## src/rtl/bus_seq_pkg.sv

```systemverilog
package bus_seq_pkg;

  localparam int STAT_W = 3;

  localparam logic [STAT_W-1:0] CODE_IO_RD   = 3'b001;
  localparam logic [STAT_W-1:0] CODE_IO_WR   = 3'b010;
  localparam logic [STAT_W-1:0] CODE_FETCH   = 3'b100;
  localparam logic [STAT_W-1:0] CODE_MEM_RD  = 3'b101;
  localparam logic [STAT_W-1:0] CODE_MEM_WR  = 3'b110;
  localparam logic [STAT_W-1:0] CODE_PASSIVE = 3'b111;

  typedef enum logic [2:0] {
    ST_IDLE = 3'd0,
    ST_T1   = 3'd1,
    ST_T2   = 3'd2,
    ST_T3   = 3'd3,
    ST_T4   = 3'd4
  } busState_e;

  typedef enum logic [1:0] {
    SRC_NONE = 2'd0,
    SRC_DMA  = 2'd1,
    SRC_EU   = 2'd2,
    SRC_PF   = 2'd3
  } busSrc_e;

  // control -> datapath strobes
  typedef struct packed {
    logic    load;        // latch the attributes of loadSrc at this edge
    busSrc_e loadSrc;
    busSrc_e owner;       // requester of the cycle in progress
    logic    addrPhase;   // T1
    logic    strobePhase; // T2 or T3
    logic    endPhase;    // T4
    logic    capture;     // last T3 edge: sample read data
  } seqCtl_t;

  function automatic logic [STAT_W-1:0] cycleCode(input logic isPf,
                                                  input logic isIo,
                                                  input logic isWr);
    if (isPf)      return CODE_FETCH;
    else if (isIo) return isWr ? CODE_IO_WR : CODE_IO_RD;
    else           return isWr ? CODE_MEM_WR : CODE_MEM_RD;
  endfunction

endpackage

```

## src/rtl/bus_seq_ctrl.sv

```systemverilog
module bus_seq_ctrl
  import bus_seq_pkg::*;
(
  input  logic    clk,
  input  logic    rstN,
  input  logic    ready,
  input  logic    dmaReq,
  input  logic    euReq,
  input  logic    pfReq,
  output seqCtl_t ctl
);

  localparam int NSRC = 3;

  busState_e state, stateNext;
  busSrc_e   owner, pick;
  logic [NSRC-1:0] reqMasked;
  logic      atBoundary, doLoad;

  // owner of a finishing cycle is hidden so it is not granted twice
  always_comb begin
    reqMasked = {pfReq, euReq, dmaReq};
    if (state == ST_T4) begin
      case (owner)
        SRC_DMA: reqMasked[0] = 1'b0;
        SRC_EU:  reqMasked[1] = 1'b0;
        SRC_PF:  reqMasked[2] = 1'b0;
        default: ;
      endcase
    end
    if (reqMasked[0])      pick = SRC_DMA;
    else if (reqMasked[1]) pick = SRC_EU;
    else if (reqMasked[2]) pick = SRC_PF;
    else                   pick = SRC_NONE;
  end

  assign atBoundary = (state == ST_IDLE) || (state == ST_T4);
  assign doLoad     = atBoundary && (pick != SRC_NONE);

  always_comb begin
    stateNext = state;
    case (state)
      ST_IDLE: stateNext = doLoad ? ST_T1 : ST_IDLE;
      ST_T1:   stateNext = ST_T2;
      ST_T2:   stateNext = ST_T3;
      ST_T3:   stateNext = ready ? ST_T4 : ST_T3;
      ST_T4:   stateNext = doLoad ? ST_T1 : ST_IDLE;
      default: stateNext = ST_IDLE;
    endcase
  end

  always_ff @(posedge clk) begin
    if (!rstN) begin
      state <= ST_IDLE;
      owner <= SRC_NONE;
    end else begin
      state <= stateNext;
      if (doLoad)              owner <= pick;
      else if (state == ST_T4) owner <= SRC_NONE;
    end
  end

  always_comb begin
    ctl.load        = doLoad;
    ctl.loadSrc     = pick;
    ctl.owner       = owner;
    ctl.addrPhase   = (state == ST_T1);
    ctl.strobePhase = (state == ST_T2) || (state == ST_T3);
    ctl.endPhase    = (state == ST_T4);
    ctl.capture     = (state == ST_T3) && ready;
  end

endmodule

```

## src/rtl/bus_seq_dp.sv

```systemverilog
module bus_seq_dp
  import bus_seq_pkg::*;
#(
  parameter int ADDR_W  = 20,
  parameter int DATA_W  = 16,
  parameter int IO_HI_W = 4
) (
  input  logic              clk,
  input  logic              rstN,
  input  seqCtl_t           ctl,
  input  logic              dmaIo,
  input  logic              dmaWrite,
  input  logic              dmaByte,
  input  logic [ADDR_W-1:0] dmaAddr,
  input  logic [DATA_W-1:0] dmaWdata,
  input  logic              euIo,
  input  logic              euWrite,
  input  logic              euByte,
  input  logic [ADDR_W-1:0] euAddr,
  input  logic [DATA_W-1:0] euWdata,
  input  logic [ADDR_W-1:0] pfAddr,
  input  logic [DATA_W-1:0] adIn,
  output logic [ADDR_W-1:0] adOut,
  output logic              adOe,
  output logic              rdN,
  output logic              wrN,
  output logic              bheN,
  output logic [STAT_W-1:0] status,
  output logic [DATA_W-1:0] rdData,
  output logic [DATA_W-1:0] pfqData,
  output logic              dmaDone,
  output logic              euDone,
  output logic              pfqWrEn
);

  localparam int LO_W     = ADDR_W - IO_HI_W;
  localparam int DATA_PAD = ADDR_W - DATA_W;

  logic [ADDR_W-1:0] curAddr, selAddr;
  logic [DATA_W-1:0] curWdata, selWdata, rdDataQ;
  logic curIo, curWr, curByte, curPf;
  logic selIo, selWr, selByte, selPf;
  logic inCycle;

  // request attribute mux for the source being granted
  always_comb begin
    selAddr  = pfAddr;
    selWdata = '0;
    selIo    = 1'b0;
    selWr    = 1'b0;
    selByte  = 1'b0;
    selPf    = 1'b0;
    case (ctl.loadSrc)
      SRC_DMA: begin
        selAddr = dmaAddr; selWdata = dmaWdata;
        selIo = dmaIo; selWr = dmaWrite; selByte = dmaByte;
      end
      SRC_EU: begin
        selAddr = euAddr; selWdata = euWdata;
        selIo = euIo; selWr = euWrite; selByte = euByte;
      end
      SRC_PF:  selPf = 1'b1;
      default: ;
    endcase
  end

  always_ff @(posedge clk) begin
    if (!rstN) begin
      curAddr  <= '0;
      curWdata <= '0;
      curIo    <= 1'b0;
      curWr    <= 1'b0;
      curByte  <= 1'b0;
      curPf    <= 1'b0;
      rdDataQ  <= '0;
    end else begin
      if (ctl.load) begin
        curAddr  <= selAddr;
        curWdata <= selWdata;
        curIo    <= selIo;
        curWr    <= selWr;
        curByte  <= selByte;
        curPf    <= selPf;
      end
      if (ctl.capture && !curWr) rdDataQ <= adIn;
    end
  end

  assign inCycle = ctl.addrPhase || ctl.strobePhase || ctl.endPhase;

  // address phase, then data phase; idle keeps the last write data
  always_comb begin
    if (ctl.addrPhase) begin
      adOut = {curIo ? {IO_HI_W{1'b0}} : curAddr[ADDR_W-1 -: IO_HI_W],
               curAddr[LO_W-1:0]};
      adOe  = 1'b1;
    end else begin
      adOut = {{DATA_PAD{1'b0}}, curWdata};
      adOe  = curWr;
    end
  end

  assign rdN    = !(ctl.strobePhase && !curWr);
  assign wrN    = !(ctl.strobePhase && curWr);
  assign bheN   = inCycle ? (curByte && !curAddr[0]) : 1'b1;
  assign status = (ctl.addrPhase || ctl.strobePhase)
                  ? cycleCode(curPf, curIo, curWr) : CODE_PASSIVE;

  assign rdData  = rdDataQ;
  assign pfqData = rdDataQ;
  assign dmaDone = ctl.endPhase && (ctl.owner == SRC_DMA);
  assign euDone  = ctl.endPhase && (ctl.owner == SRC_EU);
  assign pfqWrEn = ctl.endPhase && (ctl.owner == SRC_PF);

endmodule

```

## src/rtl/bus_cycle_seq.sv

```systemverilog
module bus_cycle_seq
  import bus_seq_pkg::*;
#(
  parameter int ADDR_W  = 20,
  parameter int DATA_W  = 16,
  parameter int IO_HI_W = 4
) (
  input  logic              clk,
  input  logic              rstN,
  input  logic              ready,
  input  logic              dmaReq,
  input  logic              dmaIo,
  input  logic              dmaWrite,
  input  logic              dmaByte,
  input  logic [ADDR_W-1:0] dmaAddr,
  input  logic [DATA_W-1:0] dmaWdata,
  output logic              dmaDone,
  input  logic              euReq,
  input  logic              euIo,
  input  logic              euWrite,
  input  logic              euByte,
  input  logic [ADDR_W-1:0] euAddr,
  input  logic [DATA_W-1:0] euWdata,
  output logic              euDone,
  output logic [DATA_W-1:0] rdData,
  input  logic              pfReq,
  input  logic [ADDR_W-1:0] pfAddr,
  output logic              pfqWrEn,
  output logic [DATA_W-1:0] pfqData,
  input  logic [DATA_W-1:0] adIn,
  output logic [ADDR_W-1:0] adOut,
  output logic              adOe,
  output logic              ale,
  output logic              rdN,
  output logic              wrN,
  output logic              bheN,
  output logic [2:0]        status
);

  seqCtl_t ctl;

  bus_seq_ctrl u_ctrl (
    .clk    (clk),
    .rstN   (rstN),
    .ready  (ready),
    .dmaReq (dmaReq),
    .euReq  (euReq),
    .pfReq  (pfReq),
    .ctl    (ctl)
  );

  bus_seq_dp #(
    .ADDR_W  (ADDR_W),
    .DATA_W  (DATA_W),
    .IO_HI_W (IO_HI_W)
  ) u_dp (
    .clk      (clk),
    .rstN     (rstN),
    .ctl      (ctl),
    .dmaIo    (dmaIo),
    .dmaWrite (dmaWrite),
    .dmaByte  (dmaByte),
    .dmaAddr  (dmaAddr),
    .dmaWdata (dmaWdata),
    .euIo     (euIo),
    .euWrite  (euWrite),
    .euByte   (euByte),
    .euAddr   (euAddr),
    .euWdata  (euWdata),
    .pfAddr   (pfAddr),
    .adIn     (adIn),
    .adOut    (adOut),
    .adOe     (adOe),
    .rdN      (rdN),
    .wrN      (wrN),
    .bheN     (bheN),
    .status   (status),
    .rdData   (rdData),
    .pfqData  (pfqData),
    .dmaDone  (dmaDone),
    .euDone   (euDone),
    .pfqWrEn  (pfqWrEn)
  );

  assign ale = ctl.addrPhase;

endmodule

```

## config.mk

```make
export PLATFORM = sky130hd
export DESIGN_NAME = bus_cycle_seq
export DESIGN_NICKNAME = d
export VERILOG_FILES = /design/src/rtl/bus_seq_pkg.sv /design/src/rtl/bus_seq_ctrl.sv /design/src/rtl/bus_seq_dp.sv /design/src/rtl/bus_cycle_seq.sv
export SDC_FILE = /design/constraint.sdc
export NUM_CORES = 1
export LEC_CHECK = 0
export BUFFER_PORTS_ARGS = -buffer_cell sky130_fd_sc_hd__buf_2
export CAP_MARGIN = 40
export CORE_MARGIN = 3
export CORE_UTILIZATION = 35
export CTS_BUF_LIST = sky130_fd_sc_hd__clkbuf_4 sky130_fd_sc_hd__clkbuf_8 sky130_fd_sc_hd__clkbuf_16
export CTS_CLUSTER_DIAMETER = 120
export DETAILED_ROUTE_END_ITERATION = 10
export PLACE_DENSITY_LB_ADDON = 0.3
export SLEW_MARGIN = 20
export SYNTH_ARGS = -nofsm -noshare
export SYNTH_HDL_FRONTEND = slang
export SYNTH_SLANG_ARGS = --single-unit
```

## constraint.sdc

```tcl
create_clock -name clk -period 2.4 [get_ports clk]
set_clock_uncertainty 0.05 [all_clocks]
set_input_delay 0.12 -clock clk [delete_from_list [all_inputs] [get_ports clk]]
set_output_delay 0.12 -clock clk [all_outputs]
set_load 0.05 [all_outputs]
```

### Word-level counts from Yosys, hierarchy flattened

Cells that the tools add are included.

| cells by class | value |
|---|---|
| reduce and logical (&&, ||, !) cells | 21 |
| mux-type cells | 27 |
| equality and inequality tests | 10 |

Operators by type and width:

| cell | number |
|---|---|
| $pmux 20 s2 | 1 |
| $pmux 16 s2 | 1 |
| $mux 20 | 1 |
| $mux 3 | 5 |
| $mux 2 | 7 |
| $pmux 3 s4 | 1 |
| $logic_and 1x1->1 | 9 |
| $eq 2x2->1 const B | 4 |
| $mux 1 | 7 |
| $eq 3x2->1 const B | 2 |
| $pmux 1 s2 | 3 |
| $eq 2x1->1 const B | 2 |
| $logic_not 1->1 | 4 |
| $logic_or 1x1->1 | 4 |
| $mux 4 | 1 |
| $reduce_bool 2->1 | 2 |
| $eq 3x1->1 const B | 1 |
| $eq 3x3->1 const B | 1 |
| $logic_not 3->1 | 1 |
| $reduce_or 2->1 | 1 |

| storage, ports and cells | value |
|---|---|
| word-level logic and storage cells | 67 |
| output and inout bits | 63 |
| flip-flop bits (word level) | 61 |

### Longest topological paths before layout

| depth | value |
|---|---|
| depth after elaboration | 10 |
| gate-level depth with buffers | 12 |
| depth with buffers taken out | 9 |

### By module

From an unflattened synthesis, not the netlist that was laid out.

| second synthesis, totals | value |
|---|---|
| cell total of the unflattened synthesis | 357 |
| area, all modules | 3,261.9 µm² |

Modules (own cells, without submodules):

| module | seq. area each (µm²) | times used | area each (µm²) | cells an instance |
|---|---|---|---|---|
| bus_seq_dp | 1,121.1 | 1 | 2,902.8 | 314 |
| bus_seq_ctrl | 100.1 | 1 | 359.1 | 43 |

### Worst setup path before layout

Ideal clock, no wire load.

| timing | value |
|---|---|
| kind | register to register |
| start | reg u_ctrl.state[2] |
| end | reg u_dp.curByte |
| clock period less this slack | 2.487 ns |
| stages on the path, launching flop included | 12 |
| setup slack | -0.087 ns |
| data arrival time | 2.362 ns |
| buffers on the path | 4 |
| cells stage by stage | dfxtp_1 > buf_2 > nand2_1 > o41a_1 > a21oi_1 > inv_1 > ha_1 > clkbuf_1 > clkbuf_1 > clkbuf_1 > nand3_1 > a21boi_0 |

| between the ends | value |
|---|---|
| word-level cells in the longest chain between the ends | 7 |
| elaborated cells on any way between the ends | 12 |
| classes of those cells | 3 x eq/ne; 5 x mux; 4 x reduce/logical |

RTL lines:

| item | RTL line | text |
|---|---|---|
| start: declaration | bus_seq_ctrl.sv:15 | `busState_e state, stateNext;` |
| start signal: assignment | bus_seq_ctrl.sv:57 | `state <= stateNext;` |
| $eq 3x3->1 | bus_seq_ctrl.sv:23, bus_seq_ctrl.sv:37 |  |
| $mux 3 | bus_seq_ctrl.sv:23 | `if (state == ST_T4) begin` |
| $mux 2 | bus_seq_ctrl.sv:33 | `else if (reqMasked[2]) pick = SRC_PF;` |
| $mux 2 | bus_seq_ctrl.sv:32 | `else if (reqMasked[1]) pick = SRC_EU;` |
| $mux 2 | bus_seq_ctrl.sv:31 | `if (reqMasked[0]) pick = SRC_DMA;` |
| $eq 2x2->1, or another cell as far along | bus_seq_dp.sv:53 | `case (ctl.loadSrc)` |
| $pmux 1 s2 / $logic_and 1x1->1 (equally long branches) | bus_seq_dp.sv:53, bus_seq_ctrl.sv:38 |  |
| end signal: assignment | bus_seq_dp.sv:82 | `curByte <= selByte;` |
| end: declaration | bus_seq_dp.sv:41 | `logic curIo, curWr, curByte, curPf;` |

Several ways; a longest one is shown, not always the timed one.
A chain may end at the register's enable or synchronous reset.

### Final worst setup path

| timing | value |
|---|---|
| start | reg u_ctrl.state[2] |
| end | reg u_dp.curAddr[0] |

| between the ends | value |
|---|---|
| word-level cells in the longest chain between the ends | 7 |
| elaborated cells on any way between the ends | 12 |
| classes of those cells | 3 x eq/ne; 5 x mux; 4 x reduce/logical |

RTL lines:

| item | RTL line | text |
|---|---|---|
| $eq 3x3->1 | bus_seq_ctrl.sv:23, bus_seq_ctrl.sv:37 |  |
| $mux 3 | bus_seq_ctrl.sv:23 |  |
| $mux 2 | bus_seq_ctrl.sv:33 |  |
| $mux 2 | bus_seq_ctrl.sv:32 |  |
| $mux 2 | bus_seq_ctrl.sv:31 |  |
| $eq 2x2->1, or another cell as far along | bus_seq_dp.sv:53 |  |
| $pmux 20 s2 / $logic_and 1x1->1 (equally long branches) | bus_seq_dp.sv:53, bus_seq_ctrl.sv:38 |  |
| end signal: assignment | bus_seq_dp.sv:78 | `curAddr <= selAddr;` |
| end: declaration | bus_seq_dp.sv:39 | `logic [ADDR_W-1:0] curAddr, selAddr;` |

Several ways; a longest one is shown, not always the timed one.

==> metrics <==
fraction of layout instances using a drive strength above 1=49.8%; number of buffers inserted during clock tree synthesis=9; leakage power figure=2.29 nW; worst setup slack after layout=0.0765 ns; number of antenna cells inserted=0; Max H-tree Level=3; critical path's slowest cell=sky130_fd_sc_hd__o41a_1; outcome=complete, no violations; CP top delay family=compound AO/OA/AOI/OAI gates; crit path cell chain=nand2_2 -> o41a_1 -> buf_6 -> a31oi_4 -> inv_2 -> ha_4 -> clkbuf_16 -> a22oi_2 -> a211oi_1 -> a21oi_1 -> nor2b_1; number of optimization iterations in the first detailed-route pass=4; Synth Net Count=540; number of endpoints with negative hold slack in the final report=0; met2 wire length=5760 um; first-pass GRT wire length=17,000 um; Clk pin slew, worst setup/hold paths=0.07 ns; layout filler cell count=872; Worst Setup Path Type=register to register; PwrDens=625 nW/um^2; unique cell type count in the Yosys netlist=37; CTS Root Cell=sky130_fd_sc_hd__clkbuf_8; full die area=11,300 sq um; final-report max-slew violation count=0; worst slew slack as a fraction of its limit=59.1%; vias per inst=5.01; maximum number of pins on one net before global-route repair=60; count of input and output buffers=182; final weighted congestion in routability-driven placement=0.788; hold path cells=3; CTS tree=done; number of instances in the synthesized netlist=416; sequential cell area=1230 sq um; final HPWL from detailed placement=7440 um; Layout Cell Area excl Fill=5230 sq um; max cap viols=0; Critical Path Start Type=register; highest routed layer=met4; arrival time at the worst endpoint=2.50 ns; source of the critical timing path=u_ctrl.state[2]; buffer depth of the longest clock path=2; top-level I/O count=183; worst hold-check path type=input pin to register; worst setup slack before clock tree synthesis=-0.123 ns; unrepaired setup endpoints after global routing=true; maximum fanout count along the critical path=8; area added between synthesis and finish=48.8%; antenna violations before repair=0; clock latency of the later-clocked register in the worst-skew pair=0.34 ns; vias after detailed routing=3,675; post-route DRC violation count=0; number of nets in the final layout=724; final design utilization=55.0%; post-synthesis sequential area ratio=34.8%; final setup violation count=0; Worst Reg2Reg Path Length in Cells=11; Hold Path Origin=adIn[9]; leading cell type in the layout, fill and taps excluded=sky130_fd_sc_hd__buf_2; instance count on the critical path=11; Detailed Route WL=11,600 um; launch instance of the worst register-to-register path=u_ctrl.state[2]; amount of wire on met3 after detailed routing=789 um; remaining number of nets flagged by the antenna check after routing=0; starting density of the core=37.0%; critical path required time=2.58 ns; multi-input logic area=2130 sq um; combined global-route utilization of all metal layers=18.5%; number of clock sinks=61; total routed wire length on the met1 layer=4960 um; number of core rows=35; total standard cell area after synthesis=3510 sq um; area of the core=9500 sq um; commonest non-fill, non-tap cells in the layout=sky130_fd_sc_hd__buf_2, sky130_fd_sc_hd__nand2_1, sky130_fd_sc_hd__dfxtp_1; count of routing violations after the opening detailed-route iteration=125; maximum ir drop on the vdd rail=0.000369 V; overflow left after global routing=0; post-synthesis sequential element count=61; Avg Synthesized Cell Area=8.44 sq um; transition time of the tightest slew-check pin=0.611 ns; shortest period the worst path allows=2.32 ns; Avg WL per Cell=15.8 um; biggest cell delay along the critical path=0.42 ns; final period utilization=96.8%; horizontal die dimension=106 um; vias in the first global route=3,541; Worst Setup End Kind=register; number of buffers and inverters on the critical path=3; achievable frequency=430 MHz; cell area after placement=4480 sq um; die span in y=106 um; warnings from Yosys=0
[cells by family (layout without fill, tap and decap cells)]
family	count (synthesis)	in the layout	share of synthesized area [%]
adders and majority gates	4	4	1.43
and+or+nand+nor	144	144	19.7
DFF	61	61	34.8
buffers and inverters	60	249	9.80
xor gates and xnor gates	1	1	0.249
AOI/OAI and AO/OA	130	130	28.9
muxes	16	16	5.13
[layer usage]
layer	GRT usage (%)	vias up
met3	3.64	10
met2	32.9	154
met4	5.27	0
li1	-	1814
met5	0	-
met1	22.6	1697
[cell type report]
cell class / count / share of cell area, %
clock buffers: 10 / 2.63
clock inverters: 6 / 1.20
inverters: 6 / 0.431
multi-input cells: 295 / 40.7
flip-flops and latches: 61 / 23.5
well taps: 129 / 3.09
repair buffers: 227 / 28.4
[registers in the layout, indices dropped and copies added (netlist names)]
| register | count |
|---|---|
| u_dp.curAddr | 20 |
| u_dp.curWdata | 16 |
| u_dp.pfqData | 16 |
| u_ctrl.state | 3 |
| u_ctrl.owner | 2 |
| u_dp.curByte | 1 |
| u_dp.curIo | 1 |
| u_dp.curPf | 1 |
| u_dp.curWr | 1 |
[synthesized netlist by cell type, drive strengths merged]
library cell   n  area, sq um
xnor2          1         8.76
nor2          25         93.8
a21boi        36          270
nor3           2         26.3
dfxtp         61         1220
nand4bb        1         11.3
buf           33          241
nand2b         2         20.0
nand3         21          105
a21oi         25          125
and2           4         25.0
a211oi        20          240
mux2          16          180
nor2b         23          144
inv            6         22.5
nor4           1         6.26
or3            2         12.5
clkbuf        21         80.1
o21ai          6         30.0
a22o          19          166
o41a           1         11.3
or2            2         12.5
nand3b         1         7.51
a31o           1         8.76
nand2         59          221
nor3b          1         7.51
ha             4         50.1
a31oi          2         12.5
a22oi         20          150
[worst paths after layout]
check        slack [ns]           endpoint
min reg2reg        0.41  u_dp.curWdata[13]
max                0.08    u_dp.curAddr[0]
max reg2reg        0.08    u_dp.curAddr[0]
min                0.02    u_dp.pfqData[9]
[where the power goes]
group	switching [mW]	total (mW)	internal (mW)	leakage, nW
Sequential	0.0473	1.14	1.09	0.498
Combinational	0.707	1.20	0.498	1.70
Clock	0.420	0.923	0.503	0.0943
Total	1.17	3.27	2.09	2.29
[worst register-to-register path, cell delays in order (launching register included)]
cell                        delay [ns]
sky130_fd_sc_hd__dfxtp_2          0.35
sky130_fd_sc_hd__nand2_2          0.06
sky130_fd_sc_hd__o41a_1           0.42
sky130_fd_sc_hd__buf_6            0.15
sky130_fd_sc_hd__a31oi_4          0.25
sky130_fd_sc_hd__inv_2            0.09
sky130_fd_sc_hd__ha_4             0.20
sky130_fd_sc_hd__clkbuf_16        0.17
sky130_fd_sc_hd__a22oi_2          0.19
sky130_fd_sc_hd__a211oi_1         0.10
sky130_fd_sc_hd__a21oi_1          0.12
sky130_fd_sc_hd__nor2b_1          0.05
[timing repair]
item                                    in CTS  in global routing
resized for setup                            6                 40
buffers inserted                             0                  5
pin swaps                                    0                 15
endpoints found under the setup margin      30                 31
gates cloned                                 1                  6
hold buffers                                15                  0
hold endpoints to repair                    16                  0
[metrics by stage]
step           hold WS (ns)  std cells  TNS [ns]  power, mW
6_report             0.0151        734         0       3.27
3_5_place_dp          0.306        691     -1.59       2.17
3_3_place_gp          0.309        691         0       2.15
2_1_floorplan         0.179        416         0       1.88
4_1_cts             0.00333        723         0       3.14
5_1_grt              0.0245        734    -0.731       3.43
No activity file was read; power rests on OpenSTA's default activity.
